==> src/rtl/dbg_access_pkg.sv <==
package dbg_access_pkg;
  parameter int unsigned NUM_MODES = 4;

  typedef struct packed {
    logic [NUM_MODES-1:0] mode;   // bit 3+i in the register word
    logic                 dap_on;
    logic                 pl_off;
    logic                 concat;
  } ctrl_t;

  localparam int unsigned CTRL_W = $bits(ctrl_t);

  localparam ctrl_t CTRL_RST = '{mode: '0, dap_on: 1'b0, pl_off: 1'b1, concat: 1'b0};
endpackage

==> src/rtl/dbg_access_regs.sv <==
module dbg_access_regs
  import dbg_access_pkg::*;
#(
  parameter int unsigned DATA_W = 8
) (
  input  logic              clk,
  input  logic              por_n,
  input  logic              soft_rst,
  input  logic              wr_en,
  input  logic              wr_addr,
  input  logic [DATA_W-1:0] wr_data,
  output ctrl_t             ctrl_q,
  output logic              lock_q
);
  localparam int unsigned LOCK_BIT = 0;

  logic ctrl_wr;
  logic lock_set;

  assign ctrl_wr  = wr_en && !wr_addr && !lock_q;
  assign lock_set = wr_en && wr_addr && wr_data[LOCK_BIT];

  always_ff @(posedge clk or negedge por_n) begin
    if (!por_n) begin
      ctrl_q <= CTRL_RST;
    end else if (soft_rst) begin
      ctrl_q.dap_on <= 1'b0;
      ctrl_q.mode   <= '0;
    end else if (ctrl_wr) begin
      ctrl_q <= ctrl_t'(wr_data[CTRL_W-1:0]);
    end
  end

  always_ff @(posedge clk or negedge por_n) begin
    if (!por_n) lock_q <= 1'b0;
    else if (lock_set) lock_q <= 1'b1;
  end

  // once raised, the lock survives everything except power-on reset
  a_r6_lock_sticky: assert property (@(posedge clk) disable iff (!por_n)
    lock_q |=> lock_q);

  // a locked register does not move except through a soft reset
  a_r7_ctrl_frozen: assert property (@(posedge clk) disable iff (!por_n)
    (lock_q && !soft_rst) |=> $stable(ctrl_q));

  // soft reset drops DAP and mode bits, keeps routing bits
  a_r8_soft_clears: assert property (@(posedge clk) disable iff (!por_n)
    soft_rst |=> (!ctrl_q.dap_on && (ctrl_q.mode == '0) &&
                  (ctrl_q.concat == $past(ctrl_q.concat)) &&
                  (ctrl_q.pl_off == $past(ctrl_q.pl_off))));
endmodule

==> src/rtl/dbg_access_combine.sv <==
module dbg_access_combine
  import dbg_access_pkg::*;
(
  input  ctrl_t                ctrl,
  input  logic                 fuse_off,
  input  logic                 locked,
  input  logic                 sboot,
  output logic                 dap_en,
  output logic                 pl_en,
  output logic [NUM_MODES-1:0] mode_en,
  output logic                 rom_ok
);
  logic blocked;
  logic dap_req;
  logic pl_req;

  assign blocked = fuse_off | locked | sboot;
  assign dap_req = ctrl.dap_on;
  assign pl_req  = !ctrl.pl_off;

  always_comb begin
    if (ctrl.concat) begin
      dap_en = !blocked && dap_req && pl_req;
      pl_en  = !blocked && dap_req && pl_req;
    end else begin
      dap_en = !blocked && dap_req;
      pl_en  = !blocked && pl_req;
    end
  end

  for (genvar i = 0; i < NUM_MODES; i++) begin : g_mode
    assign mode_en[i] = dap_en && ctrl.mode[i];
  end

  assign rom_ok = !sboot;

  always_comb begin
    if (fuse_off) begin
      a_r1_fuse_kills: assert (!dap_en && !pl_en && (mode_en == '0));
    end
    if (sboot) begin
      a_r9_secure_boot_off: assert (!rom_ok && !dap_en && !pl_en && (mode_en == '0));
    end
    if (ctrl.concat) begin
      a_r4_concat_same: assert (dap_en == pl_en);
    end
  end
endmodule

==> src/rtl/dbg_access_gate.sv <==
module dbg_access_gate
  import dbg_access_pkg::*;
#(
  parameter int unsigned DATA_W = 8
) (
  input  logic                 clk,
  input  logic                 por_n,
  input  logic                 rst_wdt,
  input  logic                 rst_sw,
  input  logic                 rst_jtag,
  input  logic                 fuse_dbg_off,
  input  logic                 secure_boot_busy,
  input  logic                 reg_wr,
  input  logic                 reg_addr,
  input  logic [DATA_W-1:0]    reg_wdata,
  output logic [DATA_W-1:0]    reg_rdata,
  output logic                 dap_chain_en,
  output logic                 logic_chain_en,
  output logic                 chain_concat,
  output logic [NUM_MODES-1:0] dbg_mode_en,
  output logic                 rom_read_ok
);
  ctrl_t ctrl_q;
  logic  lock_q;
  logic  soft_rst;
  ctrl_t eff_view;

  assign soft_rst = rst_wdt | rst_sw | rst_jtag;

  dbg_access_regs #(.DATA_W(DATA_W)) u_regs (
    .clk      (clk),
    .por_n    (por_n),
    .soft_rst (soft_rst),
    .wr_en    (reg_wr),
    .wr_addr  (reg_addr),
    .wr_data  (reg_wdata),
    .ctrl_q   (ctrl_q),
    .lock_q   (lock_q)
  );

  dbg_access_combine u_comb (
    .ctrl     (ctrl_q),
    .fuse_off (fuse_dbg_off),
    .locked   (lock_q),
    .sboot    (secure_boot_busy),
    .dap_en   (dap_chain_en),
    .pl_en    (logic_chain_en),
    .mode_en  (dbg_mode_en),
    .rom_ok   (rom_read_ok)
  );

  assign chain_concat = ctrl_q.concat;

  always_comb begin
    eff_view.mode   = dbg_mode_en;
    eff_view.dap_on = dap_chain_en;
    eff_view.pl_off = !logic_chain_en;
    eff_view.concat = ctrl_q.concat;
    reg_rdata = '0;
    if (reg_addr) reg_rdata[0] = lock_q;
    else          reg_rdata[CTRL_W-1:0] = eff_view;
  end

  // a raised lock keeps every chain closed
  a_r6_locked_closed: assert property (@(posedge clk) disable iff (!por_n)
    lock_q |-> (!dap_chain_en && !logic_chain_en && (dbg_mode_en == '0)));
endmodule

==> config.mk <==
export PLATFORM = sky130hd
export DESIGN_NAME = dbg_access_gate
export DESIGN_NICKNAME = d
export VERILOG_FILES = /design/src/rtl/dbg_access_pkg.sv /design/src/rtl/dbg_access_regs.sv /design/src/rtl/dbg_access_combine.sv /design/src/rtl/dbg_access_gate.sv
export SDC_FILE = /design/constraint.sdc
export NUM_CORES = 1
export LEC_CHECK = 0
export ABC_AREA = 1
export CORE_ASPECT_RATIO = 1.2
export CORE_MARGIN = 5
export CORE_UTILIZATION = 36
export DETAILED_ROUTE_END_ITERATION = 6
export PLACE_DENSITY = 0.8
export SLEW_MARGIN = 20
export SYNTH_ARGS = -nofsm -noshare
export SYNTH_HDL_FRONTEND = slang
export SYNTH_HIERARCHICAL = 1
export SYNTH_SLANG_ARGS = --single-unit
export TNS_END_PERCENT = 10
==> constraint.sdc <==
create_clock -name clk -period 1.3 [get_ports clk]
set_input_delay 0.325 -clock clk [delete_from_list [all_inputs] [get_ports clk]]
set_output_delay 0.325 -clock clk [all_outputs]
set_load 0.1 [all_outputs]
==> metrics.log, run 1 <==
[metrics] data arrival time at the worst-slack endpoint: about 1.6 ns
[metrics] Sequential Power Share: 0.391
[metrics] count of warnings emitted by yosys: 6
[metrics] total vias in the final route: about 710
[metrics] clock transition at the register clock pins on the worst setup and hold paths after CTS: about 0.06 ns
[metrics] initial core utilization: 0.3829
[metrics] violation count after the first detailed-routing iteration: 22
[metrics] Final #Nets: around 140
[metrics] number of failing hold endpoints at the final stage: 0
[metrics] first-pass detailed-route iteration total: 4
[metrics] Synth Instances: just under 80
[metrics] CTS tree: built
[metrics] area of the placeable core: approximately 0.0015 mm²
[metrics] Detail Route Antenna Nets: 0
[metrics] Post-DP HPWL: 1.690 mm
[metrics] class of the most critical hold timing path: input pin to asynchronous set/reset pin
[metrics] share of layout cells above drive strength 1: 0.5200
[metrics] final routed wire length divided by cell count: around 15 µm
[metrics] clock latency of the later-clocked register in the worst-skew pair: roughly 0.25 ns
[metrics] Comb power frac: 0.292
[metrics] Buffers & Inverters on Critical Path: 2
[metrics] clock skew: roughly 0.010 ns
[metrics] met2 wire length: 1.147 mm
[metrics] total routing usage reported by global routing: 0.1949
[metrics] Remaining DRCs: 0
[metrics] cell area after technology mapping: between 500 and 600 µm²
[metrics] static power due to leakage: between 0.0006 and 0.0007 µW
[metrics] status: complete, but fails checks
[metrics] number of buffers inserted during clock tree synthesis: 3
[metrics] CP max-delay cell: dfrtp_4
[metrics] peak fanout along the critical path: 5
[metrics] critical path class: register to output pin
[metrics] Overflow after GRT: 0
[metrics] per-cell via count in the routed design: ~5
[metrics] number of distinct library cells after synthesis: 17
[metrics] sequential fraction of the synthesis area: 0.3594
[metrics] total of max-cap violations: 0
[metrics] net switching component of the power: about 190 µW
[metrics] total wirelength of the detailed-routed design: roughly 2.1 mm
[metrics] pin count of the biggest net entering global routing: 11
[metrics] wire length on met1: 698 µm
[metrics] RD Place Congestion: approximately 0.79
[metrics] clk root buf: clkbuf_4
[metrics] WL met3: 175 µm
[metrics] f_max: about 530 MHz
[metrics] VDD IR max: approximately 0.44 mV
[metrics] required time at the endpoint of the critical path: about 1 ns
[metrics] flop and latch count out of synthesis: 8
[metrics] Post-Synthesis Net Count: 94
[metrics] endpoint kind of the worst setup timing path: output pin
[metrics] number of max-slew violations in the final report: 0
[metrics] Sw Ratio: 0.2950
[metrics] Setup crit start kind: register
[metrics] standard-cell row count: 15
[metrics] Post-Layout Cell Count: around 140
[metrics] Total Die Area: ~0.0024 mm²
[metrics] RSZ-0062 raised after global routing: yes
[metrics] number of global-route vias before repair: 740
[metrics] Sink Count: 8
[metrics] diode count: 0
[metrics] Clock Path Buffers: 2
[metrics] crit path setup slack, layout: -0.5787 ns
[metrics] I/O Pins: 33
[metrics] largest incremental delay on the critical path: around 0.49 ns
[metrics] Setup-failing EPs final: 14
[metrics] die height: between 50 and 60 µm
[metrics] category of cells accounting for the largest share of critical-path delay: simple AND/OR/NAND/NOR gates
[metrics] topmost layer with routed signal wires: met4
[metrics] level count of the clock H-tree: 1
[metrics] areal power density over the cells: 487.8 mW/mm²
[metrics] chip width: ~46 µm
[metrics] Mapped Avg Cell Area: 7.280 µm²
[metrics] post-route total power: about 640 µW
[metrics] Placed Instances: 137
[metrics] failing checks: setup timing
[metrics] number of I/O port buffers: 30
[metrics] portion of synthesized cell area occupied by the leading cell type: 0.3125
[metrics] post-route minimum period: between 1.5 and 2 ns
[metrics] pre-CTS setup slack: -0.7556 ns
[metrics] cells taking the most area after synthesis: dfrtp_1 (31%), nand2_1 (10%), nor3_2 (8.9%), inv_1 (8.7%), nand4_1 (7.8%)
[metrics] internal power component: 452.2 µW
[metrics] share of the cycle needed by the critical path after routing: 1.445
[metrics] cell type with the largest total area after synthesis: dfrtp_1
[metrics] synthesis-to-layout area growth: 134.6%
[metrics] first-pass GRT wire length: about 3.3 mm
[metrics] number of antenna violations at the first check in global routing: 0
[metrics] sequence of cells on the critical path: nand2_4, nand2_8, nor3_4, inv_2, nor2_4, buf_12
[metrics] Clock Power Share: 0.317
==> cell type report <==
type                    instances  area (µm²)
fillers                        74       148.9
inverters                      17       67.56
multi-input cells              49       385.4
repair buffers                 47       609.3
clock buffers                   4       26.28
well taps                      17       21.27
flip-flops and latches          8       205.2
==> synth_stat cells <==
cell type / instances
nor2_2: 1
nor2_1: 9
inv_2: 4
buf_6: 1
nand2_1: 15
buf_4: 1
conb_1: 1
nand4_1: 7
nor3_2: 5
nand3_1: 7
nor2_8: 1
inv_1: 13
buf_2: 1
nand2_2: 2
dfrtp_1: 7
nand3_2: 1
dfstp_2: 1
==> power groups by stage <==
stage               Combinational (µW)  Sequential [µW]  Clock, µW
floorplan                         81.8              258          0
finish                             187              251        203
global route                       196              251        231
CTS                                188              251        215
global placement                   181              255          0
detailed placement                 185              255          0
==> per-layer routing <==
layer / track usage / vias up
met5: 0 / -
met4: 0.1090 / 0
met3: 0.04082 / 6
met2: 0.3693 / 45
met1: 0.1830 / 323
li1: - / 335
==> layout by cell type (no fill, tap or decap) <==
master            n
nand2_4           1
buf_12           17
nand4_1           7
buf_6             3
nor2_2            2
clkdlybuf4s50_1  12
nand2_1          14
nor2_4            6
inv_1             8
conb_1            1
nor3_4            5
nor2_8            1
clkinvlp_4        1
nor2_1            2
nand3_1           7
buf_4            13
dfrtp_4           1
clkbuf_1          1
inv_2             8
clkbuf_4          3
dfrtp_1           6
dlygate4sd2_1     2
nand3_2           1
nand2_8           2
dfstp_2           1
==> sequential cells by signal (all words and copies together) (netlist names) <==
| signal | count |
|---|---|
| u_regs/ctrl_q | 7 |
| u_regs/lock_q | 1 |
==> metrics by stage <==
| stage | hold slack (ns) | area (µm²) | util | setup TNS, ns |
|---|---|---|---|---|
| floorplan | 0.02941 | 668.1 | - | -12.13 |
| global placement | 0.4984 | 1261 | 0.8615 | -8.473 |
| detailed placement | 0.4994 | 1261 | 0.8615 | -10.13 |
| CTS | 0.3529 | 1306 | 0.8923 | -6.547 |
| global route | 0.3813 | 1315 | 0.8983 | -7.260 |
| finish | 0.3574 | 1315 | 0.8983 | -6.296 |
==> timing repair <==
action                     CTS  global route
resized for setup           10             1
pin swaps                    5             0
hold buffers                 0             0
setup endpoints to repair   15            14
buffers inserted             1             0
==> path summary, 6_finish.rpt <==
| check | startpoint | to | slack, ns | depth (start not counted) |
|---|---|---|---|---|
| worst max-delay path | u_regs/ctrl_q[0] | reg_rdata[6] | -0.58 | 6 |
| worst min-delay path | por_n | u_regs/ctrl_q[6] | 0.36 | 1 |
| worst max register to register | u_regs/lock_q | u_regs/ctrl_q[0] | 0.19 | 5 |
| worst min register to register | u_regs/ctrl_q[3] | u_regs/ctrl_q[3] | 0.52 | 2 |
| max in group asynchronous | por_n | u_regs/ctrl_q[1] | 0.62 | 1 |
| min in group clk | u_regs/ctrl_q[3] | u_regs/ctrl_q[3] | 0.52 | 2 |
==> logic make-up (layout without fill, tap and decap cells) <==
family                 Yosys count  count (layout)  share of synthesized area
and+or+nand+nor                 48              48                     0.4777
buffers and inverters           20              68                     0.1562
other                            1               1                   0.006690
DFF                              8               8                     0.3594
Power figures use the tool's default switching activity.
==> inputs of run 2 (changes only) <==
--- a/config.mk
+++ b/config.mk
@@ -6,7 +6,6 @@
 export NUM_CORES = 1
 export LEC_CHECK = 0
 export ABC_AREA = 1
-export CORE_ASPECT_RATIO = 1.2
 export CORE_MARGIN = 5
 export CORE_UTILIZATION = 36
 export DETAILED_ROUTE_END_ITERATION = 6
==> metrics.log, run 2 (synthesis results as in run 1) <==
[metrics] total routing usage reported by global routing: 0.1902 (-0.004683)
[metrics] standard-cell row count: 14 (-1)
[metrics] number of failing hold endpoints at the final stage: 0 (unchanged)
[metrics] internal power component: 447.4 µW (-1.1%)
[metrics] chip width: 49.46 µm (+7.5%)
[metrics] flip-flop count of the largest register after layout: 7 (unchanged)
[metrics] pin count of the biggest net entering global routing: 9 (-2)
[metrics] final routed wire length divided by cell count: 14.07 µm (-3.5%)
[metrics] level count of the clock H-tree: 1 (unchanged)
[metrics] share of layout cells above drive strength 1: 0.5512 (+0.03118)
[metrics] diode count: 0 (unchanged)
[metrics] Clock Path Buffers: 2 (unchanged)
[metrics] Sequential Power Share: 0.389 (-0.002)
[metrics] registers with the most flip-flops: u_regs/ctrl_q (7), u_regs/lock_q (1)
[metrics] first-pass GRT wire length: 3.491 mm (+4.8%)
[metrics] RSZ-0062 raised after global routing: yes
[metrics] register-to-register setup slack: 0.22 ns (+0.03 ns)
[metrics] f_max: 545.8 MHz (+2.5%)
[metrics] number of buffers inserted during clock tree synthesis: 3 (unchanged)
[metrics] register with the most flip-flops: u_regs/ctrl_q
[metrics] per-cell via count in the routed design: 4.951 (-0.84%)
[metrics] post-route minimum period: 1.832 ns (-0.04642 ns)
[metrics] setup bufs post-CTS: 0 (-1)
[metrics] number of global-route vias before repair: 740 (unchanged)
[metrics] Detail Route Antenna Nets: 0 (unchanged)
[metrics] Comb power frac: 0.282 (-0.010)
[metrics] clock transition at the register clock pins on the worst setup and hold paths after CTS: 0.06 ns (about the same)
[metrics] failing checks: setup timing
[metrics] endpoint kind of the worst setup timing path: output pin
[metrics] Setup-failing EPs final: 14 (unchanged)
[metrics] VDD IR max: 0.4136 mV (-6.8%)
[metrics] total vias in the final route: 708 (-0.14%)
[metrics] Setup crit start kind: register
[metrics] clock latency of the later-clocked register in the worst-skew pair: 0.26 ns (about the same)
[metrics] synthesis-to-layout area growth: 132.4%
[metrics] net switching component of the power: 198.6 µW (+5.0%)
[metrics] Final #Nets: 145 (+1.4%)
[metrics] number of I/O port buffers: 30 (unchanged)
[metrics] Remaining DRCs: 0 (unchanged)
[metrics] most common cell after layout, fill and taps aside: buf_4
[metrics] number of max-slew violations in the final report: 0 (unchanged)
[metrics] Final Util: 0.8748 (-0.02350)
[metrics] crit path setup slack, layout: -0.5323 ns (+0.04642 ns)
[metrics] peak fanout along the critical path: 6 (+1)
[metrics] Post-DP HPWL: 1.532 mm (-9.3%)
[metrics] Overflow after GRT: 0 (unchanged)
[metrics] data arrival time at the worst-slack endpoint: 1.51 ns (-0.04 ns)
[metrics] critical path class: register to output pin
[metrics] setup tns final: -6.183 ns (+0.1130 ns)
[metrics] CTS tree: built
[metrics] area of placed instances: 0.001257 mm² (-0.30%)
[metrics] first-pass detailed-route iteration total: 4 (unchanged)
[metrics] static power due to leakage: 0.0006439 µW (+0.23%)
[metrics] number of antenna violations at the first check in global routing: 0 (unchanged)
[metrics] class of the most critical hold timing path: input pin to asynchronous set/reset pin
[metrics] initial core utilization: 0.3765 (-0.006435)
[metrics] Sink Count: 8 (unchanged)
[metrics] areal power density over the cells: 496.0 mW/mm² (+1.7%)
[metrics] area of the placeable core: 0.001489 mm² (+1.7%)
[metrics] Clock Power Share: 0.330 (+0.013)
[metrics] final instance area: 0.001303 mm² (-0.95%)
[metrics] post-route total power: 646.1 µW (+0.71%)
[metrics] I/O Pins: 33 (unchanged)
[metrics] hold slack final: 0.3434 ns (-0.01395 ns)
[metrics] violation count after the first detailed-routing iteration: 4 (-82%)
[metrics] total of max-cap violations: 0 (unchanged)
[metrics] die height: 49.46 µm (-7.1%)
[metrics] Total Die Area: 0.002446 mm² (-0.13%)
[metrics] RD Place Congestion: 0.8321 (+5.3%)
[metrics] share of the cycle needed by the critical path after routing: 1.409 (-0.03571)
[metrics] required time at the endpoint of the critical path: 0.98 ns (about the same)
[metrics] status: complete, but fails checks
[metrics] total wirelength of the detailed-routed design: 2.012 mm (-2.8%)
[metrics] clock skew: 0.001227 ns (-0.008845 ns)
[metrics] highest-count cells in the layout ignoring fill and taps: buf_4 (17), buf_12 (15), nand2_1 (13), clkdlybuf4s50_1 (12), inv_2 (9)
[metrics] Sw Ratio: 0.3074 (+0.01243)
[metrics] clk root buf: clkbuf_4
==> run 2: cell count changes in the layout (fill, tap and decap cells not counted), sizes merged <==
cell / previous run / this run
buf: 33 / 35
==> run 2: metal layers <==
metal  global-route usage  wire length, µm  up-vias
met1               0.2079              752      334
li1                     -                -      340
met3              0.03313              120        3
met2               0.3412             1108       31
met4               0.1048               31        0
met5                    0                0        -
==> run 2: worst paths after layout <==
path                                        from               end  cells after the start
worst max-delay path               u_regs/lock_q      reg_rdata[4]                      6
max in group asynchronous                  por_n  u_regs/ctrl_q[1]                      1
worst min-delay path                       por_n  u_regs/ctrl_q[2]                      1
worst max register to register     u_regs/lock_q  u_regs/ctrl_q[0]                      5
worst min register to register  u_regs/ctrl_q[5]  u_regs/ctrl_q[5]                      2
min in group clk                u_regs/ctrl_q[5]  u_regs/ctrl_q[5]                      2
==> run 2: layout make-up <==
class / count / area [µm²]
clock buffer: 4 / 26.28
fill: 74 / 186.4
inverter: 17 / 67.56
multi-input combinational: 49 / 390.4
sequential: 8 / 205.2
tap: 16 / 20.02
timing repair buffer: 49 / 593.1
==> run 2: timing repair <==
item                       4_1_cts  5_1_grt
gates resized for setup          9        4
pin swaps                       12        1
hold buffers                     0        0
setup endpoints to repair       18       15
hold endpoints to repair         0        0
==> run 2: worst max-delay path: stages (launching register included) <==
cell     delay [ns]
dfrtp_1        0.40
nor2_4         0.14
nand2_8        0.11
nor3_4         0.22
inv_2          0.06
nor2_4         0.11
buf_12         0.18
==> run 2: power groups by stage <==
stage | Combinational, µW | Sequential [µW] | Clock [µW]
finish | 182 | 251 | 213
global route | 191 | 251 | 236
CTS | 181 | 251 | 219
detailed placement | 181 | 255 | 0
global placement | 178 | 255 | 0
floorplan | 81.8 | 258 | 0
==> run 2: through the flow <==
step | std cells | setup WS, ns
2_1_floorplan | 77 | -1.335
3_3_place_gp | 139 | -0.6449
3_5_place_dp | 139 | -0.6972
4_1_cts | 143 | -0.5356
5_1_grt | 143 | -0.6316
6_report | 143 | -0.5323
==> inputs of run 3 (changes only) <==
--- a/config.mk
+++ b/config.mk
@@ -7,12 +7,11 @@
 export LEC_CHECK = 0
 export ABC_AREA = 1
 export CORE_MARGIN = 5
-export CORE_UTILIZATION = 36
+export CORE_UTILIZATION = 34
 export DETAILED_ROUTE_END_ITERATION = 6
-export PLACE_DENSITY = 0.8
+export PLACE_DENSITY = 0.79
 export SLEW_MARGIN = 20
 export SYNTH_ARGS = -nofsm -noshare
 export SYNTH_HDL_FRONTEND = slang
-export SYNTH_HIERARCHICAL = 1
 export SYNTH_SLANG_ARGS = --single-unit
 export TNS_END_PERCENT = 10
==> metrics.log, run 3 <==
[metrics] level count of the clock H-tree: 1 (unchanged)
[metrics] Post-Synthesis Net Count: 90 (-4.3%)
[metrics] area share of xor/xnor cells in the synthesized design: 0 (unchanged)
[metrics] synthesis-to-layout area growth: 143.7%
[metrics] f_max: 558.0 MHz (+2.2%)
[metrics] number of hold buffers added after CTS: 0 (unchanged)
[metrics] total routing usage reported by global routing: 0.1661 (-0.02410)
[metrics] number of I/O port buffers: 30 (unchanged)
[metrics] Mapped Avg Cell Area: 7.062 µm² (-3.0%)
[metrics] number of filler instances in the final layout: 85 (+15%)
[metrics] Final #Nets: 137 (-5.5%)
[metrics] static power due to leakage: 0.0005837 µW (-9.3%)
[metrics] chip width: 48.94 µm (-1.1%)
[metrics] post-route minimum period: 1.792 ns (-0.04027 ns)
[metrics] number of failing hold endpoints at the final stage: 0 (unchanged)
[metrics] most common cell after layout, fill and taps aside: buf_12
[metrics] flop and latch count out of synthesis: 8 (unchanged)
[metrics] initial core utilization: 0.3503 (-0.02613)
[metrics] CP max-delay cell: dfstp_2
[metrics] highest-count cells in the layout ignoring fill and taps: buf_12 (15), nand3_1 (14), nand2_1 (12), clkdlybuf4s50_1 (12), buf_4 (10)
[metrics] proportion of synthesized flip-flops having asynchronous set or reset: 1.000 (unchanged)
[metrics] clock transition at the register clock pins on the worst setup and hold paths after CTS: 0.06 ns (about the same)
[metrics] diode count: 0 (unchanged)
[metrics] Setup crit start kind: register
[metrics] Detail Route Antenna Nets: 0 (unchanged)
[metrics] total of max-cap violations: 0 (unchanged)
[metrics] total wirelength of the detailed-routed design: 1.930 mm (-4.1%)
[metrics] internal power component: 443.8 µW (-0.81%)
[metrics] net switching component of the power: 181.0 µW (-8.8%)
[metrics] status: complete, but fails checks
[metrics] per-cell via count in the routed design: 4.822 (-2.6%)
[metrics] Sequential Power Share: 0.401 (+0.012)
[metrics] number of distinct library cells after synthesis: 16 (-1)
[metrics] Post-synth EDFFs: 0 (unchanged)
[metrics] areal power density over the cells: 497.4 mW/mm² (+0.29%)
[metrics] Setup-failing EPs final: 14 (unchanged)
[metrics] predominant post-synthesis flop cell: dfrtp_1
[metrics] area fraction in compound gates after synthesis: 0.02427 (+0.02427)
[metrics] Comb power frac: 0.279 (-0.003)
[metrics] share of the cycle needed by the critical path after routing: 1.378 (-0.03097)
[metrics] sequence of cells on the critical path: nand2_2, nand2_2, inv_2, nand3_4, clkinvlp_4, buf_12
[metrics] crit path setup slack, layout: -0.4920 ns (+0.04026 ns)
[metrics] share of layout cells above drive strength 1: 0.5378 (-0.01337)
[metrics] Total Die Area: 0.002395 mm² (-2.1%)
[metrics] portion of synthesized cell area occupied by the leading cell type: 0.3398 (+0.02731)
[metrics] Post-DP HPWL: 1.558 mm (+1.7%)
[metrics] critical path class: register to output pin
[metrics] die height: 48.94 µm (-1.1%)
[metrics] setup tns final: -5.651 ns (+0.5322 ns)
[metrics] final instance area: 0.001256 mm² (-3.6%)
[metrics] Overflow after GRT: 0 (unchanged)
[metrics] number of buffers inserted during clock tree synthesis: 3 (unchanged)
[metrics] violation count after the first detailed-routing iteration: 6 (+2)
[metrics] simple-gate area share of the yosys netlist: 0.4539 (-0.02380)
[metrics] RSZ-0062 raised after global routing: yes
[metrics] RD Place Congestion: 0.7397 (-11%)
[metrics] sequential fraction of the synthesis area: 0.3908 (+0.03140)
[metrics] Remaining DRCs: 0 (unchanged)
[metrics] endpoint kind of the worst setup timing path: output pin
[metrics] VDD IR max: 0.4888 mV (+18%)
[metrics] total vias in the final route: 651 (-8.1%)
[metrics] Clock Path Buffers: 2 (unchanged)
[metrics] clock skew: 0.002356 ns (+0.001129 ns)
[metrics] standard-cell row count: 14 (unchanged)
[metrics] cell type with the largest total area after synthesis: dfrtp_1
[metrics] failing checks: setup timing
[metrics] number of global-route vias before repair: 702 (-5.1%)
[metrics] peak fanout along the critical path: 5 (-1)
[metrics] number of antenna violations at the first check in global routing: 0 (unchanged)
[metrics] first-pass GRT wire length: 3.167 mm (-9.3%)
[metrics] I/O Pins: 33 (unchanged)
[metrics] cell area after technology mapping: 515.5 µm² (-8.0%)
[metrics] number of max-slew violations in the final report: 0 (unchanged)
[metrics] Clock Power Share: 0.320 (-0.010)
[metrics] combinational family with the most area after synthesis: simple AND/OR/NAND/NOR gates
[metrics] register with the most flip-flops: u_regs.ctrl_q
[metrics] cells taking the most area after synthesis: dfrtp_1 (34%), nand3_1 (14%), nand2_1 (11%), inv_1 (8.0%), dfstp_2 (5.1%)
[metrics] data arrival time at the worst-slack endpoint: 1.47 ns (-0.04 ns)
[metrics] required time at the endpoint of the critical path: 0.98 ns (about the same)
[metrics] clk root buf: clkbuf_4
[metrics] most common library cells after synthesis: nand2_1 (15), nand3_1 (14), inv_1 (11), dfrtp_1 (7), nor2_1 (7)
[metrics] most used cell along the critical path: nand2_2
[metrics] Sw Ratio: 0.2897 (-0.01770)
[metrics] flip-flop count of the largest register after layout: 7 (unchanged)
[metrics] largest incremental delay on the critical path: 0.54 ns (+0.14 ns)
[metrics] pre-CTS setup slack: -0.6385 ns (+0.05867 ns)
[metrics] class of the most critical hold timing path: input pin to asynchronous set/reset pin
[metrics] final routed wire length divided by cell count: 14.30 µm (+1.6%)
[metrics] pin count of the biggest net entering global routing: 10 (+1)
[metrics] adder-cell share of the synthesized area: 0 (unchanged)
[metrics] count of warnings emitted by yosys: 0 (-6)
[metrics] Synth Instances: 73 (-5.2%)
[metrics] clock latency of the later-clocked register in the worst-skew pair: 0.25 ns (about the same)
[metrics] registers with the most flip-flops: u_regs.ctrl_q (7), u_regs.lock_q (1)
[metrics] first-pass detailed-route iteration total: 4 (unchanged)
[metrics] area of the placeable core: 0.001471 mm² (-1.2%)
[metrics] CTS tree: built
[metrics] Sink Count: 8 (unchanged)
[metrics] share of cell area taken by muxes after synthesis: 0 (unchanged)
[metrics] count leader, synth: nand2_1
[metrics] area of placed instances: 0.001179 mm² (-6.3%)
-- run 3: changes by cell type in the layout (fill, tap and decap cells not counted), moves of 3 or more --
cell / before / now
nand2_2: 1 / 5
nand4_1: 7 / 0
nand3_1: 7 / 14
inv_2: 9 / 4
buf_4: 17 / 10
nor2_4: 6 / 9
-- run 3: cell type report --
type | count | area, µm² | area share
multi-input combinational | 50 | 385.4 | 0.3068
timing repair buffer | 44 | 563.0 | 0.4482
inverter | 13 | 56.30 | 0.04482
sequential | 8 | 205.2 | 0.1633
tap | 16 | 20.02 | 0.01594
clock buffer | 4 | 26.28 | 0.02092
-- run 3: power groups by stage --
stage	logic [µW]	registers (µW)	clock network, µW
floorplan	73.8	257	0
global placement	168	255	0
detailed placement	172	255	0
CTS	174	251	208
global route	182	250	226
finish	174	251	200
-- run 3: final timing paths --
kind | startpoint | endpoint | slack, ns | cells after the start
worst max-delay path | u_regs.ctrl_q[1] | reg_rdata[2] | -0.49 | 6
worst min-delay path | por_n | u_regs.ctrl_q[4] | 0.35 | 1
worst max register to register | u_regs.lock_q | u_regs.ctrl_q[3] | 0.11 | 6
worst min register to register | u_regs.ctrl_q[6] | u_regs.ctrl_q[6] | 0.51 | 2
max in group asynchronous | por_n | u_regs.ctrl_q[1] | 0.64 | 1
min in group clk | u_regs.ctrl_q[6] | u_regs.ctrl_q[6] | 0.51 | 2
-- run 3: layer usage --
layer / vias up / GRT usage / share of wire
met5: - / 0 / 0
met4: 0 / 0.08520 / 0.0098
met3: 2 / 0.03364 / 0.049
met2: 23 / 0.2978 / 0.58
met1: 306 / 0.1808 / 0.36
li1: 320 / - / -
-- run 3: critical path: cells and delay by family (launching register included) --
kind	cells	cell delay (ns)
AND/OR/NAND/NOR	3	0.29
buffers and inverters	3	0.38
flip-flops	1	0.54
-- run 3: logic make-up (layout without fill, tap and decap cells) --
family | Yosys count | count (layout)
buf+inv | 15 | 61
flops | 8 | 8
compound gates | 2 | 2
other cells | 1 | 1
simple gates | 47 | 47
-- run 3: stage by stage --
step / cells / power (µW) / utilization / hold WS [ns]
4_1_cts: 135 / 632.3 / 0.8486 / 0.3574
2_1_floorplan: 73 / 331.2 / - / 0.02941
5_1_grt: 135 / 658.7 / 0.8537 / 0.3830
3_5_place_dp: 129 / 426.7 / 0.8010 / 0.5039
6_report: 135 / 624.9 / 0.8537 / 0.3536
3_3_place_gp: 129 / 423.1 / 0.8010 / 0.4920
-- run 3: repair_timing --
action / 4_1_cts / 5_1_grt
pin swaps: 7 / 7
setup endpoints to repair: 15 / 15
setup buffers: 2 / 0
resized for setup: 12 / 5
cloned: 0 / 0
